$ cat config.mk
export PLATFORM = sky130hd
export DESIGN_NAME = i2c_bus_switch
export DESIGN_NICKNAME = d
export VERILOG_FILES = /design/src/rtl/i2csw_pkg.sv /design/src/rtl/i2csw_sync.sv /design/src/rtl/i2csw_bridge.sv /design/src/rtl/i2csw_target.sv /design/src/rtl/i2c_bus_switch.sv
export SDC_FILE = /design/constraint.sdc
export NUM_CORES = 1
export LEC_CHECK = 0
export BUFFER_PORTS_ARGS = -buffer_cell sky130_fd_sc_hd__buf_2
export CORE_MARGIN = 4
export CORE_UTILIZATION = 55
export CTS_BUF_LIST = sky130_fd_sc_hd__clkbuf_16
export CTS_CLUSTER_DIAMETER = 120
export CTS_CLUSTER_SIZE = 8
export DETAILED_ROUTE_END_ITERATION = 8
export PLACE_DENSITY_LB_ADDON = 0.05
export SYNTH_ARGS = -nofsm -noshare
export SYNTH_HDL_FRONTEND = slang
export SYNTH_HIERARCHICAL = 1
export SYNTH_SLANG_ARGS = --single-unit
$ cat constraint.sdc
create_clock -name clk -period 2.55 [get_ports clk]
set_input_delay 0.51 -clock clk [delete_from_list [all_inputs] [get_ports clk]]
set_output_delay 0.51 -clock clk [all_outputs]
set_load 0.1 [all_outputs]
$ cat src/rtl/i2csw_pkg.sv
package i2csw_pkg;
  // fixed upper bits of the target address
  localparam logic [3:0] ADDR_FIXED = 4'b1110;

  typedef enum logic [2:0] {
    T_IDLE, T_ADDR, T_ACKA, T_WDAT, T_ACKW, T_RDAT, T_RACK
  } tgt_state_t;

  typedef enum logic [1:0] {
    B_IDLE, B_UPL, B_DNL, B_HOLD
  } brg_state_t;
endpackage

$ cat src/rtl/i2csw_sync.sv
module i2csw_sync #(
  parameter int W      = 1,
  parameter int STAGES = 2
) (
  input  logic         clk,
  input  logic         rst,
  input  logic [W-1:0] d,
  output logic [W-1:0] q
);
  logic [W-1:0] stg [STAGES];

  // open-drain lines idle high, so reset to all ones
  always_ff @(posedge clk) begin
    if (rst) begin
      for (int i = 0; i < STAGES; i++) stg[i] <= '1;
    end else begin
      stg[0] <= d;
      for (int i = 1; i < STAGES; i++) stg[i] <= stg[i-1];
    end
  end

  assign q = stg[STAGES-1];
endmodule

$ cat src/rtl/i2csw_bridge.sv
module i2csw_bridge
  import i2csw_pkg::*;
#(
  parameter int N        = 4,
  parameter int HOLD_CYC = 4
) (
  input  logic         clk,
  input  logic         rst,
  input  logic         up_s,
  input  logic [N-1:0] dn_s,
  input  logic [N-1:0] conn,
  output logic         up_oe,
  output logic [N-1:0] dn_oe
);
  localparam int CNT_W = $clog2(HOLD_CYC + 1);

  brg_state_t       st;
  logic [N-1:0]     lead;
  logic [CNT_W-1:0] cnt;
  logic [N-1:0]     dn_low;

  assign dn_low = ~dn_s & conn;

  always_ff @(posedge clk) begin
    if (rst) begin
      st    <= B_IDLE;
      lead  <= '0;
      cnt   <= '0;
      up_oe <= 1'b0;
      dn_oe <= '0;
    end else begin
      case (st)
        B_IDLE: begin
          if (!up_s) begin
            st    <= B_UPL;
            dn_oe <= conn;
          end else if (|dn_low) begin
            st    <= B_DNL;
            lead  <= dn_low;
            up_oe <= 1'b1;
            dn_oe <= conn & ~dn_low;
          end
        end
        B_UPL: begin
          if (up_s) begin
            st    <= B_HOLD;
            dn_oe <= '0;
            cnt   <= '0;
          end else begin
            dn_oe <= conn;
          end
        end
        B_DNL: begin
          if (!(|(lead & dn_low))) begin
            st    <= B_HOLD;
            up_oe <= 1'b0;
            dn_oe <= '0;
            cnt   <= '0;
          end else begin
            lead  <= lead & conn;
            dn_oe <= conn & ~lead;
          end
        end
        B_HOLD: begin
          if (cnt == CNT_W'(HOLD_CYC - 1)) st <= B_IDLE;
          else cnt <= cnt + CNT_W'(1);
        end
        default: st <= B_IDLE;
      endcase
    end
  end

  assert_up_to_dn_R6: assert property (@(posedge clk) disable iff (rst)
    (st == B_IDLE && !up_s) |=> (dn_oe == $past(conn)));

  assert_dn_to_up_R7: assert property (@(posedge clk) disable iff (rst)
    (st == B_IDLE && up_s && (|dn_low)) |=> up_oe);

  assert_isolated_R8: assert property (@(posedge clk) disable iff (rst)
    (st != B_IDLE) |=> ((dn_oe & ~$past(conn)) == '0));
endmodule

$ cat src/rtl/i2csw_target.sv
module i2csw_target
  import i2csw_pkg::*;
#(
  parameter int NGRP  = 1,
  parameter int GRP_W = 1
) (
  input  logic             clk,
  input  logic             rst,
  input  logic             scl_s,
  input  logic             sda_s,
  input  logic [6:0]       dev_addr,
  input  logic [7:0]       rd_byte,
  output logic             sda_oe,
  output logic [7:0]       wr_byte,
  output logic             wr_commit,
  output logic [GRP_W-1:0] rd_idx
);
  tgt_state_t st;
  logic       scl_q, sda_q, rw, nack, pend_v;
  logic [3:0] cnt;
  logic [7:0] sh;
  logic       scl_rise, scl_fall, start_c, stop_c;

  assign scl_rise = scl_s & ~scl_q;
  assign scl_fall = ~scl_s & scl_q;
  assign start_c  = scl_s & scl_q & sda_q & ~sda_s;
  assign stop_c   = scl_s & scl_q & ~sda_q & sda_s;

  always_ff @(posedge clk) begin
    if (rst) begin
      st <= T_IDLE; scl_q <= 1'b1; sda_q <= 1'b1; rw <= 1'b0; nack <= 1'b1;
      pend_v <= 1'b0; cnt <= '0; sh <= '0; sda_oe <= 1'b0; wr_byte <= '0;
      wr_commit <= 1'b0; rd_idx <= '0;
    end else begin
      scl_q     <= scl_s;
      sda_q     <= sda_s;
      wr_commit <= 1'b0;
      if (start_c) begin
        st <= T_ADDR; cnt <= '0; sda_oe <= 1'b0;
      end else if (stop_c) begin
        st <= T_IDLE; sda_oe <= 1'b0;
        if (pend_v) begin wr_commit <= 1'b1; pend_v <= 1'b0; end
      end else begin
        case (st)
          T_ADDR: begin
            if (scl_rise) begin
              sh <= {sh[6:0], sda_s}; cnt <= cnt + 4'd1;
            end else if (scl_fall && cnt == 4'd8) begin
              if (sh[7:1] == dev_addr) begin
                st <= T_ACKA; sda_oe <= 1'b1; rw <= sh[0]; rd_idx <= '0;
              end else begin
                st <= T_IDLE;
              end
            end
          end
          T_ACKA: if (scl_fall) begin
            cnt <= '0;
            if (rw) begin st <= T_RDAT; sh <= rd_byte; sda_oe <= ~rd_byte[7]; end
            else begin st <= T_WDAT; sda_oe <= 1'b0; end
          end
          T_WDAT: begin
            if (scl_rise) begin
              sh <= {sh[6:0], sda_s}; cnt <= cnt + 4'd1;
            end else if (scl_fall && cnt == 4'd8) begin
              wr_byte <= sh; pend_v <= 1'b1; sda_oe <= 1'b1; st <= T_ACKW;
            end
          end
          T_ACKW: if (scl_fall) begin
            sda_oe <= 1'b0; cnt <= '0; st <= T_WDAT;
          end
          T_RDAT: begin
            if (scl_rise) begin
              cnt <= cnt + 4'd1;
            end else if (scl_fall) begin
              if (cnt == 4'd8) begin
                sda_oe <= 1'b0; st <= T_RACK;
              end else begin
                sh <= {sh[6:0], 1'b0}; sda_oe <= ~sh[6];
              end
            end
          end
          T_RACK: begin
            if (scl_rise) begin
              nack <= sda_s;
              if (!sda_s) rd_idx <= (rd_idx == GRP_W'(NGRP - 1)) ? '0 : rd_idx + GRP_W'(1);
            end else if (scl_fall) begin
              if (nack) st <= T_IDLE;
              else begin st <= T_RDAT; cnt <= '0; sh <= rd_byte; sda_oe <= ~rd_byte[7]; end
            end
          end
          default: st <= T_IDLE;
        endcase
      end
    end
  end
endmodule

$ cat src/rtl/i2c_bus_switch.sv
module i2c_bus_switch
  import i2csw_pkg::*;
#(
  parameter int NUM_CH      = 4,
  parameter bit SWITCH_MODE = 1'b1,
  parameter int SYNC_STAGES = 2
) (
  input  logic              clk,
  input  logic              rst,
  input  logic              hw_rst_n,
  input  logic [2:0]        addr_sel,
  input  logic              scl_up_i,
  input  logic              sda_up_i,
  output logic              scl_up_oe,
  output logic              sda_up_oe,
  input  logic [NUM_CH-1:0] scl_dn_i,
  input  logic [NUM_CH-1:0] sda_dn_i,
  output logic [NUM_CH-1:0] scl_dn_oe,
  output logic [NUM_CH-1:0] sda_dn_oe,
  input  logic [NUM_CH-1:0] irq_n_i,
  output logic              irq_n_o
);
  localparam int IDX_W    = $clog2(NUM_CH);
  localparam int EN_BIT   = (IDX_W < 2) ? 2 : IDX_W;
  localparam int CTRL_W   = SWITCH_MODE ? NUM_CH : EN_BIT + 1;
  localparam int NGRP     = (NUM_CH + 3) / 4;
  localparam int GRP_W    = (NGRP > 1) ? $clog2(NGRP) : 1;
  localparam int PAD_W    = NGRP * 4;
  localparam int HOLD_CYC = SYNC_STAGES + 2;
  localparam int SW       = 3 + 3 * NUM_CH;

  logic [SW-1:0]     sync_q;
  logic              hw_s, scl_up_s, sda_up_s, rst_any;
  logic [NUM_CH-1:0] scl_dn_s, sda_dn_s, irq_s, conn;
  logic [CTRL_W-1:0] ctrl;
  logic [7:0]        wr_byte, rd_byte;
  logic              wr_commit, tgt_sda_oe, brg_sda_up_oe;
  logic [GRP_W-1:0]  rd_idx;
  logic [PAD_W-1:0]  sel_pad, irq_pad;
  logic              unused_wr;

  i2csw_sync #(.W(SW), .STAGES(SYNC_STAGES)) u_sync (
    .clk(clk), .rst(rst),
    .d({hw_rst_n, scl_up_i, sda_up_i, scl_dn_i, sda_dn_i, irq_n_i}),
    .q(sync_q)
  );
  assign {hw_s, scl_up_s, sda_up_s, scl_dn_s, sda_dn_s, irq_s} = sync_q;
  assign rst_any = rst | ~hw_s;

  i2csw_target #(.NGRP(NGRP), .GRP_W(GRP_W)) u_tgt (
    .clk(clk), .rst(rst_any), .scl_s(scl_up_s), .sda_s(sda_up_s),
    .dev_addr({ADDR_FIXED, addr_sel}), .rd_byte(rd_byte), .sda_oe(tgt_sda_oe),
    .wr_byte(wr_byte), .wr_commit(wr_commit), .rd_idx(rd_idx)
  );

  // selection register, loaded only when a STOP closes a write
  always_ff @(posedge clk) begin
    if (rst_any) ctrl <= '0;
    else if (wr_commit) ctrl <= wr_byte[CTRL_W-1:0];
  end
  assign unused_wr = ^wr_byte;

  for (genvar k = 0; k < NUM_CH; k++) begin : g_conn
    if (SWITCH_MODE) begin : g_sw
      assign conn[k] = ctrl[k];
    end else begin : g_mx
      assign conn[k] = ctrl[EN_BIT] && (ctrl[IDX_W-1:0] == IDX_W'(k));
    end
  end

  assign sel_pad = PAD_W'(ctrl);
  assign irq_pad = PAD_W'(~irq_s);
  assign rd_byte = {irq_pad[{rd_idx, 2'b00} +: 4], sel_pad[{rd_idx, 2'b00} +: 4]};

  always_ff @(posedge clk) begin
    if (rst) irq_n_o <= 1'b1;
    else irq_n_o <= &irq_s;
  end

  i2csw_bridge #(.N(NUM_CH), .HOLD_CYC(HOLD_CYC)) u_scl_brg (
    .clk(clk), .rst(rst_any), .up_s(scl_up_s), .dn_s(scl_dn_s), .conn(conn),
    .up_oe(scl_up_oe), .dn_oe(scl_dn_oe)
  );

  i2csw_bridge #(.N(NUM_CH), .HOLD_CYC(HOLD_CYC)) u_sda_brg (
    .clk(clk), .rst(rst_any), .up_s(sda_up_s), .dn_s(sda_dn_s), .conn(conn),
    .up_oe(brg_sda_up_oe), .dn_oe(sda_dn_oe)
  );

  assign sda_up_oe = brg_sda_up_oe | tgt_sda_oe;

  if (!SWITCH_MODE) begin : g_mx_chk
    assert_single_channel_R3: assert property (@(posedge clk) disable iff (rst)
      $onehot0(scl_dn_oe) && $onehot0(sda_dn_oe));
  end

  assert_commit_at_stop_R4: assert property (@(posedge clk) disable iff (rst)
    (ctrl != $past(ctrl)) |-> $past(wr_commit || !hw_s));

  assert_hw_reset_clears_R5: assert property (@(posedge clk) disable iff (rst)
    !hw_s |=> (ctrl == '0));
endmodule

==> impl_metrics.ini, run 1 <==
[clock_tree]
h-tree-depth = 3
post_cts_buffers = 0
clkTransAtPathRegs_ns = 0.07
clkLatencyLatePin_ns = 0.34
cts_made_buffers = 9
cts_resized = 0
clk_path_buf_depth = 2
cts_tree = done
cts_root_buf = clkbuf_16
cts_sinks = 89
cts.hold.buffers_added = 0

[pwr]
swShare = 0.283
p_per_area_nw_per_um2 = 679
p_leak_nw = 1.83
peakVddDrop_v = 0.000428
p_clk_frac = 0.391
p_int_w = 0.00236
comb_power_share = 0.162
p_switching_w = 0.000929
power_frac_seq = 0.447

[die]
die_w_um = 97.8
die_area_um2 = 9560
std_cell_rows = 32
io_pins = 31
core_um2 = 7770
die_h_um = 97.8
initial_utilization = 0.571

[grt]
grt_pass1_vias = 3128
grt_max_degree = 33
globalRouteTotalUtil = 0.181
grt_pass1_wl_um = 14400
grt-ovfl-total = 0
antenna_found_initial = 0

[layout]
nets = 532
antenna_cells = 0
syn_to_final_growth_pct = 9.03
fillers = 677
drive_gt1_frac = 0.162

[timing]
setup_viol = 0
period_share = 0.830
holdWs_ns = 0.345
rsz0062_at_grt = no
timing.setup.tns_ns = 0
clock_skew_ns = 0.00899
max_freq_mhz = 473
hold_viol_final = 0
max_slew_margin = 0.658
tightest_slew_ns = 0.511
slew_violations = 0
min_period_ns = 2.12

[detailed_routing]
drt_iter0_markers = 102
drt_wl_total_um = 8450
vias = 3257
first_pass_iters = 4
wire_per_inst_um = 14.0
viasPerCell = 5.40
ant_nets = 0
remaining_drc_errors = 0

[synthesis]
postSynthAreaPerCell_um2 = 9.27
syn-cell-area_um2 = 4430
yosysWarnings = 6
synth_cells = 478

[worst_hold_path]
hold_class = input port to flop

[critical_path]
worstRegToRegCells = 4
crit_end = u_tgt/sh[2]
critical_path_class = flop to flop
critPathMaxFanout = 11
critical_path.cell_chain = nor2b_1 -> o21ai_0 -> a211oi_4 -> mux2_2
crit_buf_inv = 0
cpLargestDelayFamily = compound AO/OA/AOI/OAI gates
worstSetupEndpointType = flop
required_ns = 2.78
crit_start = u_tgt/st[1]
worst_path_largest_cell_delay_ns = 0.54
crit_path_start_kind = flop
reg2reg_slack_ns = 0.43
cp.depth = 4
crit_slowest_cell = dfxtp_1
worstReg2RegEnd = u_tgt/sh[2]
crit_arrival_ns = 2.35
rr_startpoint = u_tgt/st[1]

[place]
place_congestion = 0.853
portBuffers = 30
dp_hpwl_um = 6130

[outcome]
status = complete, no violations

[flow_run]
max_cap_violations = 0
[registers in the layout, summed over array words and instances (netlist names), 3 cells and up]
register and flops:
u_scl_brg/dn_oe 4, u_scl_brg/cnt 3, u_sda_brg/lead 4, u_tgt/sh 8, conn 4, u_sync/stg 30
u_sda_brg/dn_oe 4, u_sda_brg/cnt 3, u_scl_brg/lead 4, u_tgt/st 3, u_tgt/wr_byte 4, u_tgt/cnt 4
[worst min-delay path by stage]
stage,slack [ns],startpoint,endpoint,cells after the start
after floorplan,0.38,u_sync/stg[0][0],u_sync/stg[0][15],1
after global placement,0.39,u_sync/stg[0][2],u_sync/stg[0][17],1
after detailed placement,0.39,u_sync/stg[0][4],u_sync/stg[0][19],1
after CTS,0.34,irq_n_i[2],u_sync/stg[0][2],2
after global routing,0.34,irq_n_i[2],u_sync/stg[0][2],2
final,0.34,irq_n_i[0],u_sync/stg[0][0],2
[worst register-to-register path, cell delays in order, from the launching register on]
cell      delay, ns
dfxtp_1        0.54
nor2b_1        0.35
o21ai_0        0.23
a211oi_4       0.49
mux2_2         0.39
[cell usage in the layout (no fill, tap or decap), types with 11 or more instances in the layout]
master,n
or2_1,32
ha_1,16
inv_1,24
o21ai_0,14
a21oi_1,23
dfxtp_1,89
mux2i_1,23
buf_2,30
nor2_1,41
nand2_1,11
nand2b_1,19
nor2b_1,16
[power by group through the flow]
stage	combinational, W	sequential [W]	clock (W)
after floorplan	0.000467	0.00149	0
after global placement	0.000524	0.00150	0
after detailed placement	0.000527	0.00150	0
after CTS	0.000530	0.00147	0.00132
after global routing	0.000593	0.00147	0.00137
final	0.000533	0.00147	0.00128
[final cells by class]
class	count	area [µm²]	share of cell area
Multi-Input combinational cell	333	2320	0.481
Sequential cell	89	1780	0.369
Clock buffer	9	225	0.0466
Timing Repair Buffer	39	218	0.0450
Tap cell	102	128	0.0264
Inverter	24	90.1	0.0186
Clock inverter	7	66.3	0.0137
[stage by stage]
stage	setup WS [ns]	utilization	std cells	cell area (µm²)	power [W]
finish	0.434	0.622	603	4830	0.00328
detailed placement	0.473	0.585	587	4540	0.00203
floorplan	0.691	-	480	4440	0.00196
global placement	0.470	0.585	587	4540	0.00202
CTS	0.454	0.622	603	4830	0.00331
global route	0.310	0.622	603	4830	0.00344
[metal layers]
metal  GRT usage  part of all wire  up-vias
met5           0                 0        -
met4      0.0607             0.013        0
met3      0.0386             0.035       10
met2       0.292              0.46       64
met1       0.243              0.49     1504
li1            -                 -     1679
(Power assumes the default switching activity.)
==> inputs of run 2 (changes only) <==
Clock period 2.55 ns to 2.1 ns, I/O delays scaled along.
==> run 2 against run 1 <==
Compared with the run above:
- global-route usage shrank 0.34 points
- largest cell class unchanged
- largest power group unchanged
- routed wire length is essentially flat
- flip-flop and latch count is the same
- worst setup slack lost 0.28 ns
- power grew 23%
- die area is the same
- maximum frequency grew 8.5%
- clock power grew 24%
- core utilization grew 0.61 points
- sequential share of layout area shrank 0.36 points
==> impl_metrics.ini, run 2 (synthesis gave the netlist of run 1 again) <==
[outcome]
status = complete, no violations

[clock_tree]
cts_root_buf = clkbuf_16
clkLatencyLatePin_ns = 0.34
cts.hold.buffers_added = 0
post_cts_buffers = 0
clk_path_buf_depth = 2
cts_sinks = 89
h-tree-depth = 3
cts_made_buffers = 9
clkTransAtPathRegs_ns = 0.07
cts_resized = 0
cts_tree = done

[pwr]
power_frac_seq = 0.440
p_leak_nw = 1.86
p_per_area_nw_per_um2 = 827
peakVddDrop_v = 0.000597
p_int_w = 0.00288
p_clk_frac = 0.395
swShare = 0.285
comb_power_share = 0.166
p_switching_w = 0.00115

[place]
place_congestion = 0.854
dpl-instance-area_um2 = 4580
dpl_worst_slack_ns = 0.173
portBuffers = 30
dp_hpwl_um = 6170

[die]
io_pins = 31
initial_utilization = 0.571
die_w_um = 97.8
core_um2 = 7770
die_area_um2 = 9560
die_h_um = 97.8
std_cell_rows = 32

[critical_path]
worstSetupEndpointType = flop
worstReg2RegEnd = u_tgt/sh[3]
crit_path_start_kind = flop
worstRegToRegCells = 8
reg2reg_slack_ns = 0.15
critPathMaxFanout = 8
critical_path_class = flop to flop
crit_arrival_ns = 2.18
required_ns = 2.33
rr_startpoint = u_tgt/cnt[0]

[timing]
timing.setup.tns_ns = 0
min_period_ns = 1.95
clock_skew_ns = 0.00726
slew_violations = 0
max_slew_margin = 0.657
hold_viol_final = 0
rsz0062_at_grt = no
worst_slack_ns = 0.150
max_freq_mhz = 513
period_share = 0.929
setup_viol = 0
tightest_slew_ns = 0.513
holdWs_ns = 0.252

[worst_hold_path]
hold_start = sda_dn_i[1]
holdPathEnd = u_sync/stg[0][5]
hold_class = input port to flop
hold_depth = 2

[detailed_routing]
wire_per_inst_um = 13.9
viasPerCell = 5.36
remaining_drc_errors = 0
first_pass_iters = 4
ant_nets = 0
drt_iter0_markers = 133
drt_wl_total_um = 8450
vias = 3249

[grt]
antenna_found_initial = 0
grt_pass1_vias = 3068
globalRouteTotalUtil = 0.178
grt_pass1_wl_um = 14200
grt_max_degree = 32
grt-ovfl-total = 0

[layout]
syn_to_final_growth_pct = 10.1
final_cell_area_um2 = 4880
top_register = u_sync/stg
finish.utilization = 0.628
largest_reg_flops = 30
mostFrequentLayoutCells = dfxtp_1, nor2_1, or2_1
nets = 535
reg_top3 = u_sync/stg (30), u_tgt/sh (8)
antenna_cells = 0
drive_gt1_frac = 0.167
layout_commonest_cell = dfxtp_1

[flow_run]
max_cap_violations = 0
[run 2: worst max path at each step]
| stage | from | end |
|---|---|---|
| after floorplan | u_tgt/cnt[0] | u_tgt/sh[0] |
| after global placement | u_tgt/cnt[0] | u_tgt/sh[4] |
| after detailed placement | u_tgt/cnt[0] | u_tgt/sh[3] |
| after CTS | u_tgt/cnt[0] | u_tgt/sh[3] |
| after global routing | u_tgt/cnt[1] | u_tgt/sh[3] |
| final | u_tgt/cnt[0] | u_tgt/sh[3] |
[run 2: worst max-delay path, cell delays in order, from the launching register on]
cell	delay (ns)
dfxtp_1	0.35
inv_1	0.08
ha_1	0.19
and3b_2	0.24
o21ai_2	0.11
nand2_1	0.10
a211oi_4	0.29
buf_12	0.16
mux2_2	0.33
[run 2: per-layer routing]
metal,track usage,share of wire,up-vias
met5,0,0,-
met4,0.0522,0.013,0
met3,0.0379,0.036,8
met2,0.285,0.46,58
met1,0.243,0.49,1491
li1,-,-,1692
[run 2: layout make-up]
class,count,area (µm²)
clock buffers,9,225
clock inverters,7,78.8
fillers,697,2890
inverters,24,90.1
multi-input cells,333,2320
flip-flops and latches,89,1780
well taps,102,128
repair buffers,42,253
[run 2: power by group through the flow]
stage	logic (W)	registers, W	clock network [W]
4_1_cts	0.000662	0.00177	0.00165
5_1_grt	0.000740	0.00178	0.00172
2_1_floorplan	0.000567	0.00181	0
3_3_place_gp	0.000648	0.00181	0
6_report	0.000668	0.00177	0.00159
3_5_place_dp	0.000659	0.00181	0
[run 2: stage by stage]
stage	instances	power, W
2_1_floorplan	480	0.00238
3_3_place_gp	590	0.00246
3_5_place_dp	590	0.00247
4_1_cts	606	0.00409
5_1_grt	606	0.00424
6_report	606	0.00403
